`src/rtl/byte_fifo_pkg.sv`:
```
package byte_fifo_pkg;
  typedef struct packed {
    logic ovf;
    logic unf;
  } fault_t;
endpackage

```
`src/rtl/byte_fifo_store.sv`:
```
module byte_fifo_store #(
  parameter int ADDR_W = 4,
  parameter int DATA_W = 8
) (
  input  logic              clk,
  input  logic              we,
  input  logic [ADDR_W-1:0] waddr,
  input  logic [DATA_W-1:0] wdata,
  input  logic [ADDR_W-1:0] raddr,
  output logic [DATA_W-1:0] rdata
);
  localparam int DEPTH = 1 << ADDR_W;

  logic [DATA_W-1:0] mem [DEPTH];

  always_ff @(posedge clk) begin
    if (we) mem[waddr] <= wdata;
  end

  assign rdata = mem[raddr];
endmodule

```
`src/rtl/byte_fifo_ctrl.sv`:
```
module byte_fifo_ctrl
  import byte_fifo_pkg::*;
#(
  parameter int ADDR_W = 4,
  parameter int DATA_W = 8
) (
  input  logic              clk,
  input  logic              rst,
  input  logic              wr_en,
  input  logic [DATA_W-1:0] wr_byte,
  input  logic              rd_next,
  input  logic              clr_all,
  output logic              mem_we,
  output logic [ADDR_W-1:0] mem_waddr,
  output logic [ADDR_W-1:0] mem_raddr,
  input  logic [DATA_W-1:0] mem_rdata,
  output logic [DATA_W-1:0] head_q,
  output logic              ready_q,
  output logic [ADDR_W:0]   count_q,
  output fault_t            fault
);
  localparam int CW = ADDR_W + 1;
  localparam logic [CW-1:0] FULL_CNT = CW'(1 << ADDR_W);

  logic [ADDR_W-1:0] rd_ptr_q, wr_ptr_q, rd_ptr_n, wr_ptr_n;
  logic [CW-1:0]     count_n, after_rd;
  logic              rd_ok, wr_ok;
  logic [DATA_W-1:0] head_n;

  always_comb begin
    rd_ok    = rd_next && (count_q != '0) && !clr_all;
    wr_ok    = wr_en && ((count_q != FULL_CNT) || rd_ok) && !clr_all;
    fault.ovf = wr_en && !wr_ok && !clr_all;
    fault.unf = rd_next && (count_q == '0) && !clr_all;
    after_rd = count_q - CW'(rd_ok);
    count_n  = after_rd + CW'(wr_ok);
    rd_ptr_n = rd_ptr_q + ADDR_W'(rd_ok);
    wr_ptr_n = wr_ptr_q + ADDR_W'(wr_ok);
    if (clr_all) begin
      count_n  = '0;
      rd_ptr_n = '0;
      wr_ptr_n = '0;
    end
    if (count_n == '0)
      head_n = '0;
    else if (wr_ok && after_rd == '0)
      head_n = wr_byte;
    else
      head_n = mem_rdata;
  end

  assign mem_we    = wr_ok;
  assign mem_waddr = wr_ptr_q;
  assign mem_raddr = rd_ptr_n;

  always_ff @(posedge clk) begin
    if (rst) begin
      rd_ptr_q <= '0;
      wr_ptr_q <= '0;
      count_q  <= '0;
      ready_q  <= 1'b0;
      head_q   <= '0;
    end else begin
      rd_ptr_q <= rd_ptr_n;
      wr_ptr_q <= wr_ptr_n;
      count_q  <= count_n;
      ready_q  <= (count_n != '0);
      head_q   <= head_n;
    end
  end
endmodule

```
`src/rtl/byte_fifo_flags.sv`:
```
module byte_fifo_flags
  import byte_fifo_pkg::*;
(
  input  logic   clk,
  input  logic   rst,
  input  logic   clr_all,
  input  logic   clr_flags,
  input  fault_t fault,
  output logic   ovf_q,
  output logic   unf_q
);
  always_ff @(posedge clk) begin
    if (rst || clr_all) begin
      ovf_q <= 1'b0;
      unf_q <= 1'b0;
    end else begin
      ovf_q <= (ovf_q && !clr_flags) || fault.ovf;
      unf_q <= (unf_q && !clr_flags) || fault.unf;
    end
  end
endmodule

```
`src/rtl/byte_fifo_sticky.sv`:
```
module byte_fifo_sticky
  import byte_fifo_pkg::*;
#(
  parameter int ADDR_W = 4,
  parameter int DATA_W = 8
) (
  input  logic              clk,
  input  logic              rst,
  input  logic              wr_en,
  input  logic [DATA_W-1:0] wr_byte,
  input  logic              rd_next,
  input  logic              clr_all,
  input  logic              clr_flags,
  output logic [DATA_W-1:0] head_byte,
  output logic              data_ready,
  output logic [ADDR_W:0]   byte_count,
  output logic              ovf_flag,
  output logic              unf_flag
);
  logic              mem_we;
  logic [ADDR_W-1:0] mem_waddr, mem_raddr;
  logic [DATA_W-1:0] mem_rdata;
  fault_t            fault;

  byte_fifo_store #(.ADDR_W(ADDR_W), .DATA_W(DATA_W)) u_store (
    .clk(clk), .we(mem_we), .waddr(mem_waddr), .wdata(wr_byte),
    .raddr(mem_raddr), .rdata(mem_rdata)
  );

  byte_fifo_ctrl #(.ADDR_W(ADDR_W), .DATA_W(DATA_W)) u_ctrl (
    .clk(clk), .rst(rst), .wr_en(wr_en), .wr_byte(wr_byte),
    .rd_next(rd_next), .clr_all(clr_all),
    .mem_we(mem_we), .mem_waddr(mem_waddr), .mem_raddr(mem_raddr),
    .mem_rdata(mem_rdata), .head_q(head_byte), .ready_q(data_ready),
    .count_q(byte_count), .fault(fault)
  );

  byte_fifo_flags u_flags (
    .clk(clk), .rst(rst), .clr_all(clr_all), .clr_flags(clr_flags),
    .fault(fault), .ovf_q(ovf_flag), .unf_q(unf_flag)
  );
endmodule

```
`config.mk`:
```
export PLATFORM = sky130hd
export DESIGN_NAME = byte_fifo_sticky
export DESIGN_NICKNAME = d
export VERILOG_FILES = /design/src/rtl/byte_fifo_pkg.sv /design/src/rtl/byte_fifo_store.sv /design/src/rtl/byte_fifo_ctrl.sv /design/src/rtl/byte_fifo_flags.sv /design/src/rtl/byte_fifo_sticky.sv
export SDC_FILE = /design/constraint.sdc
export NUM_CORES = 1
export LEC_CHECK = 0
export BUFFER_PORTS_ARGS = -buffer_cell sky130_fd_sc_hd__buf_4
export CAP_MARGIN = 30
export CORE_ASPECT_RATIO = 0.8
export CORE_MARGIN = 5
export CORE_UTILIZATION = 50
export CTS_CLUSTER_SIZE = 14
export DETAILED_ROUTE_END_ITERATION = 16
export PLACE_DENSITY_LB_ADDON = 0.25
export SYNTH_ARGS = -nofsm -noshare
export SYNTH_HDL_FRONTEND = slang
export SYNTH_SLANG_ARGS = --single-unit
export TNS_END_PERCENT = 100
```
`constraint.sdc`:
```
create_clock -name clk -period 3.84 [get_ports clk]
set_clock_uncertainty 0.15 [all_clocks]
set_input_delay 0.768 -clock clk [delete_from_list [all_inputs] [get_ports clk]]
set_output_delay 0.768 -clock clk [all_outputs]
set_load 0.02 [all_outputs]
```
Word-level counts from Yosys, hierarchy flattened. Memories as Yosys holds them, arrays and structs flattened. Cells that the tools add are included.

Register bits: 24. RAM bits: 128. Output and inout port bits: 16. Logic and storage cells: 43. Memories kept: 1.

Memory list: u_store.mem (words 16, bits a word 8, rd ports 1, clocked after memory_dff 0, write ports 1, RTL line byte_fifo_store.sv:14) `logic [DATA_W-1:0] mem [DEPTH];`.

Add/sub/neg operators: 4. Equal/unequal tests: 1. Mux-type cells: 5. Reduce and logical (&&, ||, !) cells: 25.

Operator list (count): 5-bit zero test (3); 1-bit logical AND (11); 5-bit nonzero test (2); 4-bit by 1-bit adder with 4-bit output (2); 8-bit two-way mux (1); 5-bit by 1-bit adder with 5-bit output (1); 5-bit two-way mux (1); 5-bit != test (second input constant) (1); 5-bit by 1-bit subtractor with 5-bit output (1); 1-bit logical OR (4); 4-bit two-way mux (1); 2-bit OR reduction (2); 1-bit zero test (3); 1-bit two-way mux (2).

Longest topological paths before layout. Gate-level depths: netlist of run 1.

Word-level depth: 10. Depth in mapped cells: 13.

Hierarchy. Synthesis of run 1 repeated with hierarchy kept, for this count alone.

Cells, all modules: 339. Area total of the unflattened synthesis: 6184.7 µm².

Modules (own cells, without submodules): byte_fifo_store (times used 1, cells an instance 221, area an instance 4987.3 µm², seq. area each 3843.7 µm²); byte_fifo_ctrl (times used 1, cells an instance 109, area an instance 1121.1 µm², seq. area each 440.4 µm²); byte_fifo_flags (times used 1, cells an instance 9, area an instance 76.3 µm², seq. area each 40.0 µm²).

Worst setup path after synthesis of run 1. No wires, ideal clock.

Path kind: input to register. Start point: input clr_all. End point: register u_ctrl.head_q[6]. Setup time: 0.137 ns. Data arrival time: 3.039 ns. Slack: 0.514 ns. Stages on the path: 11. Path buffers: 2. Cells stage by stage: buf_2 a211oi_1 and2_1 ha_1 xnor2_1 nor2_1 clkbuf_1 mux4_2 mux2_2 a21oi_1 a211oi_2.

Word-level cells in the longest chain between the ends: 9. Elaborated cells on any way between the ends: 16. Those cells by class: 3 x add/sub; 3 x mux; 9 x reduce/logical; 1 x memory.

RTL lines: from (decl) (RTL line byte_fifo_sticky.sv:12) `input logic clr_all,`; parallel branches: the longest is 9 deep, another holds 5-bit by 1-bit subtractor with 5-bit output; to (signal assigned) (RTL line byte_fifo_ctrl.sv:68) `head_q <= head_n;`; to (decl) (RTL line byte_fifo_ctrl.sv:17) `output logic [DATA_W-1:0] head_q,`.

Parallel ways; which one is timed is not known. A chain may end at the register's enable or synchronous reset.

Worst setup path after layout of run 1.
Start point: register u_ctrl.count_q[4]. End point: register u_ctrl.head_q[4].

Word-level cells in the longest chain between the ends: 10. Elaborated cells on any way between the ends: 18. Those cells by class: 3 x add/sub; 1 x eq/ne; 3 x mux; 10 x reduce/logical; 1 x memory.

RTL lines: from (decl) (RTL line byte_fifo_ctrl.sv:19) `output logic [ADDR_W:0] count_q,`; from (signal assigned) (RTL line byte_fifo_ctrl.sv:66) `count_q <= count_n;`; parallel branches: the longest is 10 deep, another holds 5-bit by 1-bit subtractor with 5-bit output.

Parallel ways; which one is timed is not known.

==> metrics.md, run 1 <==
| Metric | Value |
|---|---|
| Hpwl dp | between 9 and 10 mm |
| Core footprint | 12,300 um2 |
| Post-route ant nets | 0 |
| Drt drc | 0 |
| Syn Nets | approximately 430 |
| Commonest non-fill, non-tap cell in the layout | edfxtp_1 |
| Router iterations before antenna repair | 5 |
| CP top delay family | multiplexers |
| Buf/Inv on CP | 1 |
| Rows | 36 |
| CTS root buffer | clkbuf_16 |
| Worst rel slew slack | 0.391 |
| Slew @ Worst Pin | 910 ps |
| Leakage power | about 2.5 nW |
| Synthesized instance count | ~410 |
| Ys flop type | edfxtp_1 |
| Share of layout cells above drive strength 1 | 0.245 |
| Crit end category | flop |
| Max FO, Critical Path | 33 |
| RSZ-0062 raised after global routing | no |
| Tcrit/Tclk final | 0.856 |
| Worst hold stages | 2 |
| Critical path's slowest cell | dfxtp_1 |
| Setup TNS | 0 ps |
| Hold path startpoint | rst |
| Antenna diodes | 0 |
| Drt initial violations | 397 |
| Mean area per synthesized cell | ~15 um2 |
| Crit-path most repeated cell | a211oi_1 |
| Vias | 3,675 |
| Yosys reg bits | 152 |
| Cts hold-fix bufs | 0 |
| Initial Utilization | 0.515 |
| IO Port Bufs | 29 |
| I/O pin count | 30 |
| GRT overflow | 0 |
| # resized after CTS | 0 |
| Die Y | 110 um |
| Fillers | 932 |
| Power Density | ~480 nW/um2 |
| Pin count of the biggest net entering global routing | 34 |
| Final setup viols | 0 |
| Reg2Reg Setup Slack | roughly 550 ps |
| Clock Path Buffers | 2 |
| Slowest stage delay, CP | 570 ps |
| Die X | between 100 and 150 um |
| Peak VDD IR | between 0.4 and 0.5 mV |
| YS warnings | 0 |
| Layout Nets | 472 |
| Final Wtd Congestion | 0.856 |
| Final hold vios | 0 |
| Reg2reg end | u_ctrl.head_q[4] |
| Hold endpoint | u_ctrl.rd_ptr_q[0] |
| Die ar. | approximately 15,000 um2 |
| Fmax | about 300 MHz |
| Netlist cell types | slightly below 50 |
| Synth async-reset ratio | 0 |
| Critical Path, Cell by Cell | nor2_1 > a211oi_1 > and2_1 > ha_1 > nor2b_4 > buf_12 > mux4_2 > mux2_2 > a21oi_1 > a211oi_1 |
| Pins Over Slew Limit | 0 |
| Worst r2r path cells | 10 |
| Fin crit period | approximately 3300 ps |
| CTS sink cnt | ~150 |
| H-tree Lvls | 4 |
| Inserted Clock Buffers | 17 |
| Vias/cell | 5.77 |
| Type of the worst setup path | reg2reg |
| Worst-path clk slew | 60 ps |
| CP Launch Type | flop |
| Synth Cell Area | 6300 um2 |
| R2r startpoint | u_ctrl.count_q[4] |
| First-pass GRT wire length | approximately 22 mm |
| Worst Path Required | 3990 ps |
| Max cap viols | 0 |
| Post-DR wirelength/cell | between 20 and 25 um |
| Antenna violations before repair | 0 |
| Post-CTS Setup Inserts | 0 |
| EDFF count, synth | ~130 |
| Placed insts | between 600 and 700 |
| HP Class | in2reg |
| All-Layer GR Usage | 0.199 |
| Most frequent cells in the layout | edfxtp_1, buf_4, nor2_1, dfxtp_1, clkbuf_16 |
| Arr. time, crit path | between 3000 and 4000 ps |
| Final Non-Filler Cells | 637 |
| Status | complete, no violations |
| Vias in the first global route | 3,639 |
| Sequential area share after synthesis | 0.686 |
| CTS tree | yes |
| P&R area growth vs syn | 17.2% |
| Clk_lat worst skew | 430 ps |
| Routed wire length | 14.2 mm |
[cell type report]
type	instances	area (um2)	area share
flip-flops and latches	152	4320	0.585
repair buffers	46	370	0.0501
multi-input cells	229	1870	0.252
well taps	171	214	0.0290
inverters	7	26.3	0.00356
clock inverters	8	51.3	0.00694
clock buffers	24	537	0.0727
[per-stage QoR]
step | area, um2 | total power [mW] | hold WS (ps) | setup slack (ps) | utilization
6_report | 7390 | 3.57 | 362 | 553 | 0.603
5_1_grt | 7390 | 3.69 | 349 | 369 | 0.603
4_1_cts | 7390 | 3.60 | 351 | 562 | 0.603
3_5_place_dp | 6800 | 1.98 | 348 | 373 | 0.555
3_3_place_gp | 6800 | 1.98 | 322 | 432 | 0.555
2_1_floorplan | 6300 | 1.91 | 361 | 514 | -
[cell usage after synthesis, types with 3 or more instances]
cell type	count	area [um2]
mux2i_1	17	170
nand3_1	11	55.1
edfxtp_1	128	3840
buf_2	9	45.0
xor2_1	3	26.3
o31ai_1	8	60.1
xnor2_1	4	35.0
mux4_2	16	360
nor3_1	5	25.0
a21oi_1	20	100
inv_1	7	26.3
nand2b_1	6	37.5
nand2_1	6	22.5
and2_1	8	50.1
clkbuf_1	9	33.8
or4_1	16	120
ha_1	5	62.6
mux2_2	8	90.1
nand4_1	3	18.8
a21boi_0	7	52.6
dfxtp_1	24	480
a211oi_1	16	120
nor2_1	35	131
o21ai_0	8	40.0
[power breakdown]
part           switching, mW  internal [mW]  total [mW]
Sequential           0.00630           1.80        1.80
Combinational         0.0911         0.0479       0.139
Clock                  0.646          0.984        1.63
[how the worst max path moves through the flow]
stage                       end  slack (ps)               from  cells past startpoint
2_1_floorplan  u_ctrl.head_q[6]         510            clr_all                     11
4_1_cts        u_ctrl.head_q[4]         560  u_ctrl.count_q[2]                     10
5_1_grt        u_ctrl.head_q[0]         370  u_ctrl.count_q[4]                     10
6_report       u_ctrl.head_q[4]         550  u_ctrl.count_q[4]                     10
3_3_place_gp   u_ctrl.head_q[3]         430            clr_all                     10
3_5_place_dp   u_ctrl.head_q[4]         370            clr_all                     10
[logic make-up after synthesis]
| group | share of synthesized area |
|---|---|
| flip-flops | 0.686 |
| buffers and inverters | 0.0198 |
| AO/OA/AOI/OAI | 0.0814 |
| multiplexers | 0.101 |
| adder cells (fa/ha/maj) | 0.00992 |
| XOR/XNOR | 0.00972 |
| AND/OR/NAND/NOR | 0.0925 |
[flip-flops by register name, indices dropped and copies added (netlist names)]
| signal | cells |
|---|---|
| u_ctrl.head_q | 8 |
| u_ctrl.count_q | 5 |
| u_ctrl.ready_q | 1 |
| u_flags.unf_q | 1 |
| u_store.mem | 128 |
| u_ctrl.rd_ptr_q | 4 |
| u_ctrl.mem_waddr | 4 |
| u_flags.ovf_q | 1 |
[layer usage]
| layer | vias to the layer above | part of all wire | GRT usage | routed length (um) |
|---|---|---|---|---|
| li1 | 1693 | - | - | - |
| met1 | 1842 | 0.47 | 0.294 | 6710 |
| met2 | 131 | 0.46 | 0.285 | 6520 |
| met3 | 9 | 0.063 | 0.0650 | 895 |
| met4 | 0 | 0.0076 | 0.0497 | 108 |
| met5 | - | 0 | 0 | 0 |
No activity file was read; power rests on OpenSTA's default activity.
==> inputs of run 2 (changes only) <==
--- a/config.mk
+++ b/config.mk
@@ -5,6 +5,7 @@
 export SDC_FILE = /design/constraint.sdc
 export NUM_CORES = 1
 export LEC_CHECK = 0
+export ABC_AREA = 1
 export BUFFER_PORTS_ARGS = -buffer_cell sky130_fd_sc_hd__buf_4
 export CAP_MARGIN = 30
 export CORE_ASPECT_RATIO = 0.8
==> run 2 against run 1 <==
Compared with the run above:
- non-clock buffer count is 12 lower
- sequential share of layout area is 4.5 points lower
- maximum frequency is 12% higher
- worst hold slack worse by 51 ps
- cell count is 49% higher
- first-iteration DRC count is 93% higher
- combinational power is 29% higher
- count of clock-buffer cells in the layout is 5 lower
- clock power is 7% higher
- register-to-register slack better by 380 ps
- critical path depth stayed put
- sequential power hardly changed
==> metrics.md, run 2 <==
| Metric | Value |
|---|---|
| Die Y | 116 um (+5.3%) |
| Post-route ant nets | 0 (unchanged) |
| Largest registers | u_store.mem (128), u_ctrl.head_q (8), u_ctrl.count_q (5) |
| Vias in the first global route | 5,042 (+39%) |
| Worst r2r path cells | 13 (+3) |
| Simple-gate portion of the synthesized area | 0.247 (+0.154) |
| Ys flop type | edfxtp_1 |
| Setup TNS | 0 ps (unchanged) |
| Inserted Clock Buffers | 17 (unchanged) |
| P&R area growth vs syn | 13.2% |
| Vias | 5,318 (+45%) |
| Most frequent cells in the layout | inv_1, nand3_1, edfxtp_1, nand2_1, nand4_1 |
| Reg2reg end | u_ctrl.head_q[1] |
| Worst hold stages | 2 (unchanged) |
| Largest family of logic cells by synthesized area | simple AND/OR/NAND/NOR gates |
| Hold endpoint | u_flags.ovf_q |
| Final setup viols | 0 (unchanged) |
| Synth async-reset ratio | 0 (unchanged) |
| HP Class | reg2reg |
| Hold path startpoint | u_flags.ovf_q |
| YS warnings | 0 (unchanged) |
| Routed wire length | 17.7 mm (+25%) |
| Top cell type's share of synthesized area | 0.544 (-0.0654) |
| Drt drc | 0 (unchanged) |
| Final Wtd Congestion | 0.904 (+5.7%) |
| Max cap viols | 0 (unchanged) |
| Yosys reg bits | 152 (unchanged) |
| Syn Nets | 755 (+76%) |
| R2r startpoint | u_ctrl.count_q[3] |
| CP Launch Type | input pin |
| Core footprint | 13,700 um2 (+12%) |
| Power Density | 466 nW/um2 (-3.7%) |
| CTS tree | yes |
| Peak VDD IR | 0.392 mV (-9.4%) |
| Fillers | 1,174 (+26%) |
| CP top delay family | simple AND/OR/NAND/NOR gates |
| Post-CTS Setup Inserts | 0 (unchanged) |
| Vias/cell | 5.61 (-2.8%) |
| Buf/Inv on CP | 3 (+2) |
| Netlist cell types | 30 (-39%) |
| Cell with the most instances after synthesis | inv_1 |
| CTS root buffer | clkbuf_16 |
| Synth cell count leaders | inv_1, nand3_1, edfxtp_1 |
| Slowest stage delay, CP | 720 ps (+150 ps) |
| Tcrit/Tclk final | 0.766 (-0.0897) |
| Largest register FFs | 128 (unchanged) |
| Antenna violations before repair | 0 (unchanged) |
| RSZ-0062 raised after global routing | no |
| Slew @ Worst Pin | 1010 ps (+105 ps) |
| CTS sink cnt | 152 (unchanged) |
| Design Power | 3.73 mW (+4.3%) |
| GRT overflow | 0 (unchanged) |
| Router iterations before antenna repair | 5 (unchanged) |
| Top reg by flops | u_store.mem |
| H-tree Lvls | 4 (unchanged) |
| I/O pin count | 30 (unchanged) |
| Post-Synth XOR/XNOR Area | 0.00248 (-0.00724) |
| Synthesized instance count | 736 (+80%) |
| Clk_lat worst skew | 430 ps (about the same) |
| Die ar. | 16,600 um2 (+11%) |
| # resized after CTS | 0 (unchanged) |
| Worst-path clk slew | 60 ps (about the same) |
| Max FO, Critical Path | 73 (+120%) |
| Rows | 38 (+5.6%) |
| Initial Utilization | 0.516 (+0.00120) |
| Leakage power | 3.58 nW (+45%) |
| Cts hold-fix bufs | 0 (unchanged) |
| Crit-path most repeated cell | nand3_1 |
| Worst rel slew slack | 0.323 (-0.0682) |
| Fmax | 340 MHz (+12%) |
| Type of the worst setup path | in2reg |
| All-Layer GR Usage | 0.222 (+0.0235) |
| Critical Path, Cell by Cell | buf_4 > inv_2 > nand3_4 > o21ai_1 > nand2_1 > nand3_1 > nand3_1 > nand3_1 > nand2_1 > inv_1 |
| Post-DR wirelength/cell | 18.7 um (-16%) |
| EDFF count, synth | 128 (unchanged) |
| Final hold vios | 0 (unchanged) |
| Crit end category | flop |
| Synth Area in Adders | 0.00886 (-0.00107) |
| Synth Cell Area | 7060 um2 (+12%) |
| Status | complete, no violations |
| Layout Nets | 774 (+64%) |
| Hpwl dp | 11.4 mm (+24%) |
| Area leader, netlist | edfxtp_1 |
| Drt initial violations | 768 (+93%) |
| Mean area per synthesized cell | 9.60 um2 (-38%) |
| Antenna diodes | 0 (unchanged) |
| Synth top area cells | edfxtp_1, nand3_1, inv_1, dfxtp_1, nand2_1 |
| Pins Over Slew Limit | 0 (unchanged) |
| Share of layout cells above drive strength 1 | 0.115 (-0.130) |
| Fin crit period | 2940 ps (-344 ps) |
| First-pass GRT wire length | 27.7 mm (+27%) |
| CP startpoint | clr_all |
| Commonest non-fill, non-tap cell in the layout | inv_1 |
| Pin count of the biggest net entering global routing | 74 (+120%) |
| Sequential area share after synthesis | 0.612 (-0.0736) |
| Worst Path Required | 4070 ps (+80 ps) |
| Arr. time, crit path | 3170 ps (-270 ps) |
| Post-synthesis compound-gate area fraction | 0.0124 (-0.0690) |
| Critical path's slowest cell | nand3_4 |
| Reg2Reg Setup Slack | 930 ps (+380 ps) |
| Clock Path Buffers | 2 (unchanged) |
| Post-synthesis mux area share | 0 (-0.101) |
| IO Port Bufs | 29 (unchanged) |
| Die X | 143 um (+5.4%) |
## run 2: cell types whose count changed after synthesis, sizes merged, moves of 17 or more
| cell | before | now |
|---|---|---|
| inv | 7 | 176 |
| nand3 | 11 | 136 |
| nand2 | 6 | 118 |
| nand4 | 3 | 59 |
| a211oi | 18 | 0 |
| mux2i | 17 | 0 |
## run 2: kinds of logic after synthesis
logic type                 Yosys count
DFF                                152
xor gates and xnor gates             2
and+or+nand+nor                    352
buffers and inverters              210
adders and majority gates            5
AOI/OAI and AO/OA                   15
## run 2: worst max path at each step
| stage | endpoint | slack, ps | cells past startpoint |
|---|---|---|---|
| global placement | u_ctrl.head_q[3] | 520 | 10 |
| finish | u_ctrl.head_q[3] | 900 | 10 |
| global route | u_ctrl.head_q[7] | 700 | 13 |
| CTS | u_ctrl.head_q[2] | 970 | 10 |
| detailed placement | u_ctrl.head_q[1] | 530 | 10 |
| floorplan | u_ctrl.head_q[0] | 1190 | 16 |
## run 2: layer usage
metal	GRT usage	wire, um	vias up
met5	0	0	-
met4	0.0709	321	0
met3	0.0790	1880	36
met2	0.309	7650	297
met1	0.326	7890	2515
li1	-	-	2470
## run 2: where the power goes
group	switching [mW]	total [mW]	internal, mW
sequential	0.00594	1.81	1.80
combinational	0.131	0.179	0.0489
clock	0.678	1.74	1.06
total	0.814	3.73	2.91
## run 2: worst register-to-register path: stages, from the launching register on
cell	delay (ps)
dfxtp_1	340
nor2_1	190
nand3_2	160
nand3_2	140
inv_2	50
ha_1	260
nand2_1	60
inv_1	770
nand3_1	330
nand3_1	140
nand3_1	90
nand3_1	100
nand2_1	50
inv_1	40
## run 2: stage by stage
| stage | instance area [um2] | utilization | hold slack, ps | std cells | worst slack (ps) |
|---|---|---|---|---|---|
| floorplan | 7060 | - | 326 | 736 | 1190 |
| global placement | 7380 | 0.539 | 307 | 916 | 524 |
| detailed placement | 7380 | 0.539 | 305 | 916 | 533 |
| CTS | 8000 | 0.584 | 315 | 948 | 974 |
| global route | 8000 | 0.584 | 332 | 948 | 704 |
| finish | 8000 | 0.584 | 312 | 948 | 897 |
## run 2: final cells by class
cell class / instances / area, um2 / area share
well taps: 180 / 225 / 0.0282
clock inverters: 13 / 168 / 0.0210
clock buffers: 19 / 453 / 0.0566
inverters: 176 / 661 / 0.0826
flip-flops and latches: 152 / 4320 / 0.541
repair buffers: 34 / 255 / 0.0319
multi-input cells: 374 / 1910 / 0.239
==> inputs of run 3 (changes only) <==
--- a/config.mk
+++ b/config.mk
@@ -5,7 +5,7 @@
 export SDC_FILE = /design/constraint.sdc
 export NUM_CORES = 1
 export LEC_CHECK = 0
-export ABC_AREA = 1
+export ABC_AREA = 0
 export BUFFER_PORTS_ARGS = -buffer_cell sky130_fd_sc_hd__buf_4
 export CAP_MARGIN = 30
 export CORE_ASPECT_RATIO = 0.8
==> constraint.sdc (replaced) <==
create_clock -name clk -period 2.55 [get_ports clk]
set_clock_uncertainty 0.15 [all_clocks]
set_input_delay 0.51 -clock clk [delete_from_list [all_inputs] [get_ports clk]]
set_output_delay 0.51 -clock clk [all_outputs]
set_load 0.02 [all_outputs]
==> run 3 against run 2 <==
Compared with the run above:
- the flow now finishes with violations (setup timing)
- register-to-register slack got worse by 1300 ps
- non-clock buffer count increased by 93
- cell count decreased by 24%
==> metrics.md, run 3 (same netlist as run 1, synthesis figures left out) <==
| Metric | Value |
|---|---|
| Worst rel slew slack | 0.744 (+0.421) |
| CP startpoint | u_ctrl.count_q[0] |
| Initial Utilization | 0.515 (-0.00120) |
| Largest registers | u_store.mem (128), u_ctrl.head_q (8), u_ctrl.count_q (5) |
| Die X | 136 um (-5.1%) |
| Drt initial violations | 399 (-48%) |
| Reg area | 4330 um2 (+0.20%) |
| All-Layer GR Usage | 0.218 (-0.00454) |
| Most frequent cells in the layout | edfxtp_1, buf_4, nor2_1, dfxtp_1, clkbuf_16 |
| Final Wtd Congestion | 0.891 (-1.5%) |
| Pin count of the biggest net entering global routing | 23 (-69%) |
| Core footprint | 12,300 um2 (-11%) |
| R2r startpoint | u_ctrl.count_q[0] |
| Final hold vios | 0 (unchanged) |
| Worst r2r path cells | 11 (-2) |
| Commonest non-fill, non-tap cell in the layout | edfxtp_1 |
| Post-route ant nets | 0 (unchanged) |
| Type of the worst setup path | reg2reg |
| Arr. time, crit path | 3070 ps (-100 ps) |
| Crit-path most repeated cell | a211oi_2 |
| I/O pin count | 30 (unchanged) |
| Top reg by flops | u_store.mem |
| Leakage power | 2.93 nW (-18%) |
| Max FO, Critical Path | 5 (-93%) |
| Max cap viols | 0 (unchanged) |
| Reg2Reg Setup Slack | -370 ps (-1300 ps) |
| RSZ-0062 raised after global routing | yes |
| Inserted Clock Buffers | 17 (unchanged) |
| Antenna violations before repair | 0 (unchanged) |
| P&R area growth vs syn | 33.0% |
| Peak VDD IR | 0.517 mV (+32%) |
| Final setup viols | 9 (+9) |
| Vias | 4,078 (-23%) |
| Power Density | 651 nW/um2 (+40%) |
| Rows | 36 (-5.3%) |
| Hold WS | 138 ps (-173 ps) |
| Clk_lat worst skew | 420 ps (about the same) |
| Worst-path clk slew | 60 ps (about the same) |
| Pre-CTS setup slack | -961 ps (-1490 ps) |
| Slowest stage delay, CP | 540 ps (-180 ps) |
| Router iterations before antenna repair | 4 (-1) |
| Share of layout cells above drive strength 1 | 0.437 (+0.322) |
| Vias/cell | 5.68 (+1.2%) |
| Placed insts | 670 (-27%) |
| Clock Path Buffers | 2 (unchanged) |
| Post-DR wirelength/cell | 21.5 um (+15%) |
| Vias in the first global route | 4,195 (-17%) |
| Multi-input gate area | 2130 um2 (+11%) |
| CTS sink cnt | 152 (unchanged) |
| Status | complete, but fails checks |
| Die Y | 110 um (-5.0%) |
| Worst Path Required | 2690 ps (-1380 ps) |
| Die ar. | 15,000 um2 (-9.9%) |
| CTS tree | yes |
| Layout Nets | 553 (-29%) |
| Fmax | between 300 and 400 MHz |
| Fin crit period | between 2000 and 3000 ps |
| Slew @ Worst Pin | 377 ps (-638 ps) |
| Cts hold-fix bufs | 0 (unchanged) |
| Antenna diodes | 0 (unchanged) |
| CP Launch Type | flop |
| Drt drc | 0 (unchanged) |
| Pins Over Slew Limit | 0 (unchanged) |
| GRT overflow | 0 (unchanged) |
| Final Non-Filler Cells | 718 (-24%) |
| Setup ws final | -371 ps (-1270 ps) |
| Tcrit/Tclk final | 1.15 |
| H-tree Lvls | 4 (unchanged) |
| Critical Path, Cell by Cell | nor3_4 > a211oi_2 > and2_4 > ha_4 > nor2b_4 > buf_6 > buf_8 > mux4_2 > mux2_2 > a21oi_2 > a211oi_2 |
| Largest register FFs | 128 (unchanged) |
| CTS root buffer | clkbuf_16 |
| Fillers | 864 (-26%) |
| First-pass GRT wire length | 24.3 mm (-12%) |
| Crit end category | flop |
| HP Class | in2reg |
| Routed wire length | 15.4 mm (-13%) |
| Reg2reg end | u_ctrl.head_q[1] |
| Crit path to | u_ctrl.head_q[1] |
| Hpwl dp | 10.2 mm (-10%) |
| IO Port Bufs | 29 (unchanged) |
| Critical path's slowest cell | mux4_2 |
| Failing checks | setup timing |
| Core Util, Final | 0.684 (+0.100) |
## run 3: cell count changes in the layout (fill, tap and decap cells not counted), moves of 10 or more
cell	change
inv_1	-166
nand3_1	-121
nand2_1	-110
buf_4	+75
nand4_1	-55
mux2i_1	+16
mux4_2	+16
or4_1	+11
a211oi_1	+10
## run 3: worst max-delay path, delay by kind of cell, from the launching register on
| family | cells | cell delay, ps |
|---|---|---|
| buffers and inverters | 2 | 240 |
| muxes | 2 | 830 |
| AOI/OAI and AO/OA | 3 | 390 |
| DFF | 1 | 330 |
| adders and majority gates | 1 | 260 |
| and+or+nand+nor | 3 | 590 |
## run 3: per-stage QoR
stage	TNS [ps]	total power, mW	instance area (um2)
after floorplan	-2500	2.88	6430
after global placement	-7110	3.02	7380
after detailed placement	-7820	3.03	7380
after CTS	-2960	5.47	8260
after global routing	-3790	5.63	8390
final	-2830	5.46	8390
## run 3: how the worst min path moves through the flow
stage                        startpoint                  end  slack [ps]  cells after the start
finish                              rst   u_ctrl.rd_ptr_q[3]         140                      2
global route                        rst   u_ctrl.rd_ptr_q[3]         120                      2
CTS                                 rst   u_ctrl.rd_ptr_q[3]         130                      2
detailed placement        u_flags.ovf_q        u_flags.ovf_q         320                      2
global placement          u_flags.ovf_q        u_flags.ovf_q         330                      2
floorplan           u_ctrl.mem_waddr[0]  u_ctrl.mem_waddr[0]         360                      2
## run 3: repair_timing
action	CTS	global route
setup buffers	15	3
cloned	1	0
resized for setup	22	26
endpoints found under the hold margin	0	0
endpoints found under the setup margin	10	74
pin swaps	11	13
## run 3: cell type report
type | instances | share of cell area
Inverter | 7 | 0.00313
Multi-Input combinational cell | 229 | 0.254
Tap cell | 171 | 0.0255
Clock buffer | 21 | 0.0561
Timing Repair Buffer | 127 | 0.131
Clock inverter | 11 | 0.0136
Sequential cell | 152 | 0.517
## run 3: where the power goes
part	switching [mW]	leakage [nW]	internal (mW)	total [mW]
clock	1.00	0.277	1.44	2.44
sequential	0.00720	1.35	2.71	2.71
combinational	0.171	1.31	0.137	0.308
## run 3: metal layers
layer / wire length, um / global-route usage / vias to the layer above / share of wire
met3: 975 / 0.0550 / 14 / 0.063
li1: - / - / 1857 / -
met4: 143 / 0.0470 / 0 / 0.0093
met5: 0 / 0 / - / 0
met1: 7070 / 0.322 / 2069 / 0.46
met2: 7250 / 0.329 / 138 / 0.47
